## src/rtl/edge_irq_pkg.sv

```systemverilog
package edge_irq_pkg;
  typedef enum logic [1:0] {
    SEL_NONE = 2'd0,
    SEL_PEND = 2'd1,
    SEL_BLK  = 2'd2
  } reg_sel_e;
endpackage

```

## src/rtl/edge_irq_sync.sv

```systemverilog
module edge_irq_sync #(
  parameter int unsigned NUM_LINES = 16
) (
  input  logic                 clk_i,
  input  logic                 rst_ni,
  input  logic [NUM_LINES-1:0] async_i,
  output logic [NUM_LINES-1:0] sync_o
);
  for (genvar g = 0; g < NUM_LINES; g++) begin : g_line
    logic meta_q, stable_q;
    always_ff @(posedge clk_i or negedge rst_ni) begin
      if (!rst_ni) begin
        meta_q   <= 1'b0;
        stable_q <= 1'b0;
      end else begin
        meta_q   <= async_i[g];
        stable_q <= meta_q;
      end
    end
    assign sync_o[g] = stable_q;
  end
endmodule

```

## src/rtl/edge_irq_pend.sv

```systemverilog
module edge_irq_pend #(
  parameter int unsigned NUM_LINES = 16
) (
  input  logic                 clk_i,
  input  logic                 rst_ni,
  input  logic [NUM_LINES-1:0] sync_i,
  input  logic                 clr_en_i,
  input  logic [NUM_LINES-1:0] keep_i,
  output logic [NUM_LINES-1:0] pend_o
);
  logic [NUM_LINES-1:0] prev_q, rise, keep, pend_q;

  assign rise = sync_i & ~prev_q;
  assign keep = clr_en_i ? keep_i : '1;

  always_ff @(posedge clk_i or negedge rst_ni) begin
    if (!rst_ni) begin
      prev_q <= '0;
      pend_q <= '0;
    end else begin
      prev_q <= sync_i;
      // new edge wins over a coincident clear
      pend_q <= (pend_q & keep) | rise;
    end
  end

  assign pend_o = pend_q;
endmodule

```

## src/rtl/edge_irq_regs.sv

```systemverilog
module edge_irq_regs
  import edge_irq_pkg::*;
#(
  parameter int unsigned          NUM_LINES = 16,
  parameter int unsigned          ADDR_W    = 4,
  parameter logic [ADDR_W-1:0]    PEND_OFS  = 'h2,
  parameter logic [ADDR_W-1:0]    BLK_OFS   = 'hA,
  parameter logic [NUM_LINES-1:0] BLK_RST   = 'h0700
) (
  input  logic                 clk_i,
  input  logic                 rst_ni,
  input  logic [ADDR_W-1:0]    addr_i,
  input  logic                 wr_i,
  input  logic [NUM_LINES-1:0] wdata_i,
  input  logic [NUM_LINES-1:0] pend_i,
  output logic                 clr_en_o,
  output logic [NUM_LINES-1:0] blk_o,
  output logic [NUM_LINES-1:0] rdata_o
);
  reg_sel_e             sel;
  logic [NUM_LINES-1:0] blk_q;

  always_comb begin
    if (addr_i == PEND_OFS)     sel = SEL_PEND;
    else if (addr_i == BLK_OFS) sel = SEL_BLK;
    else                        sel = SEL_NONE;
  end

  always_ff @(posedge clk_i or negedge rst_ni) begin
    if (!rst_ni)                     blk_q <= BLK_RST;
    else if (wr_i && sel == SEL_BLK) blk_q <= wdata_i;
  end

  always_comb begin
    unique case (sel)
      SEL_PEND: rdata_o = pend_i;
      SEL_BLK:  rdata_o = blk_q;
      default:  rdata_o = '0;
    endcase
  end

  assign clr_en_o = wr_i && (sel == SEL_PEND);
  assign blk_o    = blk_q;
endmodule

```

## src/rtl/edge_irq_ctrl.sv

```systemverilog
module edge_irq_ctrl #(
  parameter int unsigned          NUM_LINES = 16,
  parameter int unsigned          ADDR_W    = 4,
  parameter logic [ADDR_W-1:0]    PEND_OFS  = 'h2,
  parameter logic [ADDR_W-1:0]    BLK_OFS   = 'hA,
  parameter logic [NUM_LINES-1:0] ROUTE     = 'h0700,
  parameter logic [NUM_LINES-1:0] BLK_RST   = 'h0700
) (
  input  logic                 clk_i,
  input  logic                 rst_ni,
  input  logic [NUM_LINES-1:0] line_i,
  input  logic [ADDR_W-1:0]    addr_i,
  input  logic                 wr_i,
  input  logic [NUM_LINES-1:0] wdata_i,
  output logic [NUM_LINES-1:0] rdata_o,
  output logic                 irq_o
);
  logic [NUM_LINES-1:0] line_sync, pend_q, blk_q;
  logic                 clr_en, irq_q;

  edge_irq_sync #(.NUM_LINES(NUM_LINES)) i_sync (
    .clk_i, .rst_ni, .async_i(line_i), .sync_o(line_sync)
  );

  edge_irq_pend #(.NUM_LINES(NUM_LINES)) i_pend (
    .clk_i, .rst_ni, .sync_i(line_sync), .clr_en_i(clr_en),
    .keep_i(wdata_i), .pend_o(pend_q)
  );

  edge_irq_regs #(
    .NUM_LINES(NUM_LINES), .ADDR_W(ADDR_W), .PEND_OFS(PEND_OFS),
    .BLK_OFS(BLK_OFS), .BLK_RST(BLK_RST)
  ) i_regs (
    .clk_i, .rst_ni, .addr_i, .wr_i, .wdata_i, .pend_i(pend_q),
    .clr_en_o(clr_en), .blk_o(blk_q), .rdata_o
  );

  always_ff @(posedge clk_i or negedge rst_ni) begin
    if (!rst_ni) irq_q <= 1'b0;
    else         irq_q <= |(ROUTE & ~blk_q & pend_q);
  end

  assign irq_o = irq_q;
endmodule

```

## config.mk

```make
export PLATFORM = sky130hd
export DESIGN_NAME = edge_irq_ctrl
export DESIGN_NICKNAME = d
export VERILOG_FILES = /design/src/rtl/edge_irq_pkg.sv /design/src/rtl/edge_irq_sync.sv /design/src/rtl/edge_irq_pend.sv /design/src/rtl/edge_irq_regs.sv /design/src/rtl/edge_irq_ctrl.sv
export SDC_FILE = /design/constraint.sdc
export NUM_CORES = 1
export LEC_CHECK = 0
export ABC_AREA = 1
export BUFFER_PORTS_ARGS = -buffer_cell sky130_fd_sc_hd__buf_4
export CORE_ASPECT_RATIO = 0.7
export CORE_MARGIN = 5
export CORE_UTILIZATION = 40
export DETAILED_ROUTE_END_ITERATION = 12
export PLACE_DENSITY = 0.74
export SYNTH_ARGS = -nofsm -noshare
export SYNTH_HDL_FRONTEND = slang
export SYNTH_SLANG_ARGS = --single-unit
```

## constraint.sdc

```tcl
create_clock -name clk_i -period 0.8 [get_ports clk_i]
set_input_delay 0.08 -clock clk_i [delete_from_list [all_inputs] [get_ports clk_i]]
set_output_delay 0.08 -clock clk_i [all_outputs]
set_load 0.01 [all_outputs]
```

==> run_results.csv <==
group,metric,value,unit
critical_path,path_cells,"nand2_2 > nand2_2 > buf_6",
global_route,grt_pass1_vias,2321,
finish,nets,440,
synthesis,ys_warn_count,0,
critical_path,crit_required,0.72,ns
clock_tree,clock_path_buffers,2,
clock_tree,clk_latency,0.34,ns
critical_path,crit_top_cell,"nand2_2",
sta,worst_pin_slew,0.272,ns
placement,dp_hpwl,3940,um
critical_path,worstPathArrival,1.10,ns
critical_path,reg2reg_depth,3,
sta,max_slew_margin,81.8,%
sta,fin_crit_sh,147,%
power_and_ir_drop,p_leak,2.20,nW
routing,drtAntennaViolNets,0,
finish,num_antenna_cells,0,
floorplanning,core_area,7290,um^2
clock_tree,numCtsBuffers,9,
synthesis,syn_area_per_cell,9.96,um^2
floorplanning,initial_core_util,41.2,%
finish,areaGrowthSynthToFinish,42.6,%
sta,finClkSkew,0.00644,ns
sta,maxSlewViolCount,0,
clock_tree,cts_tree,"done",
clock_tree,htree_levels,3,
finish,drive_gt1_share,25.6,%
clock_tree,cts_root_buffer,"clkbuf_8",
critical_path,crit_path_end_kind,"primary output",
synthesis,synth-seq-area-share,67.7,%
critical_path,critPathSlowestCell,"dfstp_2",
synthesis,synth_nets,340,
sta,setup_viol,21,
critical_path,cp_top_family,"flip-flops",
critical_path,r2r-end,"irq_o$_DFF_PN0_",
critical_path,crit_path_max_incr_delay,0.54,ns
routing,dr.pass1.iters,4,
critical_path,cp_num_buf_inv,1,
min_path,hold_class,"input port to async pin",
flow_run,cap_violations,0,
critical_path,path_max_fanout,2,
run_status,violations,"negative setup slack",
routing,drt_iter0_markers,117,
global_route,track_usage,14.3,%
sta,final_hold_viol_count,0,
floorplanning,dieArea,9360,um^2
synthesis,synth-seq-cells,81,
floorplanning,dieWidth,113,um
routing,drt_wl_total,5820,um
routing,drc,0,
synthesis,synth_area,3000,um^2
sta,fmax,850,MHz
synthesis,synth_cell_type_count,16,
critical_path,start_kind,"register",
routing,avgRoutedWirePerCell,11.6,um
sta,min_period,1.18,ns
floorplanning,rows,26,
critical_path,rrSetupSlack,-0.13,ns
routing,vias,2197,
routing,viasPerCell,4.36,
placement,portBuffers,55,
power_and_ir_drop,power_density,1930,nW/um^2
critical_path,r2r_start,"i_regs.blk_o[9]$_DFFE_PN1P_",
synthesis,syn_inst,301,
clock_tree,clk_pin_slew,0.08,ns
global_route,antenna_found_initial,0,
sta,grt_setup_unrepaired,"yes",
clock_tree,clkSinkCount,81,
floorplanning,pin_count,56,
power_and_ir_drop,power,0.00826,W
sta,setup_ws,-0.377,ns
global_route,grt_pass1_wl,10400,um
run_status,status,"finished with violations",
finish,fillers,619,
finish,final_core_util,58.7,%
power_and_ir_drop,peakVddDrop,1090,uV
critical_path,critical_path_class,"register to primary output",
global_route,grt-ovfl-total,0,
global_route,grt_max_degree,33,
floorplanning,die_h,82.4,um
placement,gp_congestion,0.759,
## metal layers
metal  GRT usage [%]  vias up  part of all wire, %
met4            3.60        0                  1.0
met5               0        -                    0
met2            23.7       51                   47
li1                -     1127                    -
met1            17.9     1011                   46
met3            5.24        8                  6.0
## power by group
| group | internal, W | total (W) | switching, W |
|---|---|---|---|
| logic | 0.000561 | 0.00104 | 0.000479 |
| registers | 0.00443 | 0.00459 | 0.000153 |
| clock network | 0.00129 | 0.00263 | 0.00134 |
| total | 0.00629 | 0.00826 | 0.00198 |
## worst register-to-register path, cell delays in order (launching register included)
cell,delay (ns)
dfstp_2,0.54
buf_4,0.10
buf_6,0.09
o221ai_2,0.09
## final cells by class
class	instances	area (um^2)	area share, %
multi-input combinational	168	764	17.9
inverter	38	143	3.33
tap	98	123	2.87
sequential	81	2030	47.5
clock buffer	12	155	3.63
clock inverter	4	27.5	0.643
timing repair buffer	103	1030	24.2
## cells in the mapped netlist, drive strengths merged
cell type	n	area [um^2]
o221ai	1	8.76
nand3	32	160
nor2	3	23.8
inv	38	143
nand4	16	100
clkbuf	1	3.75
dfstp	3	78.8
buf	13	83.8
nand2	116	445
dfrtp	78	1950
## cell usage in the layout (no fill, tap or decap), types with 2 or more instances in the layout
cell type / count
buf_12: 9
buf_4: 44
buf_6: 17
clkbuf_8: 11
clkinvlp_4: 3
dfrtp_1: 78
dfstp_2: 3
dlygate4sd3_1: 32
inv_1: 36
inv_2: 2
nand2_1: 106
nand2_2: 9
nand3_1: 32
nand4_1: 16
nor2_2: 2
## sequential cells by signal, summed over array words and instances (netlist names)
signal and count:
i_pend.pend_o 16, i_pend.prev_q 16, i_regs.blk_o 16, i_sync.g_line.meta_q 16, i_sync.g_line.stable_q 16, irq_o 1
## logic make-up after synthesis
kind of cell	Yosys count	synth area share, %
simple gates	167	24.3
compound gates	1	0.292
flops	81	67.7
buf+inv	52	7.68
## per-stage QoR
| stage | hold slack, ns | cells | setup slack [ns] | setup TNS [ns] | instance area (um^2) |
|---|---|---|---|---|---|
| finish | 0.151 | 504 | -0.377 | -4.94 | 4280 |
| global placement | -0.0222 | 452 | -0.181 | -6.18 | 3650 |
| CTS | 0.139 | 503 | -0.416 | -5.35 | 4240 |
| detailed placement | -0.0183 | 452 | -0.213 | -6.81 | 3650 |
| floorplan | -0.216 | 301 | -0.00919 | -0.00919 | 3000 |
| global route | 0.147 | 504 | -0.451 | -6.31 | 4280 |
## how the worst max path moves through the flow
stage | from | to | slack [ns] | cells past startpoint
after floorplan | i_regs.blk_o[10]$_DFFE_PN1P_ | irq_o$_DFF_PN0_ | -0.009 | 3
after global placement | addr_i[2] | i_regs.blk_o[11]$_DFFE_PN0P_ | -0.18 | 8
after detailed placement | addr_i[2] | i_regs.blk_o[1]$_DFFE_PN0P_ | -0.21 | 8
after CTS | i_regs.blk_o[10]$_DFFE_PN1P_ | rdata_o[10] | -0.42 | 3
after global routing | i_regs.blk_o[9]$_DFFE_PN1P_ | rdata_o[9] | -0.45 | 3
final | i_regs.blk_o[10]$_DFFE_PN1P_ | rdata_o[10] | -0.38 | 3
## repair_timing
item | 4_1_cts | 5_1_grt
endpoints found under the setup margin | 18 | 28
hold endpoints to repair | 113 | 0
hold buffers | 33 | 0
pin swaps | 17 | 22
gates resized for setup | 18 | 10
setup buffers | 2 | 8
Note: power is estimated with default switching activity, not from simulation.
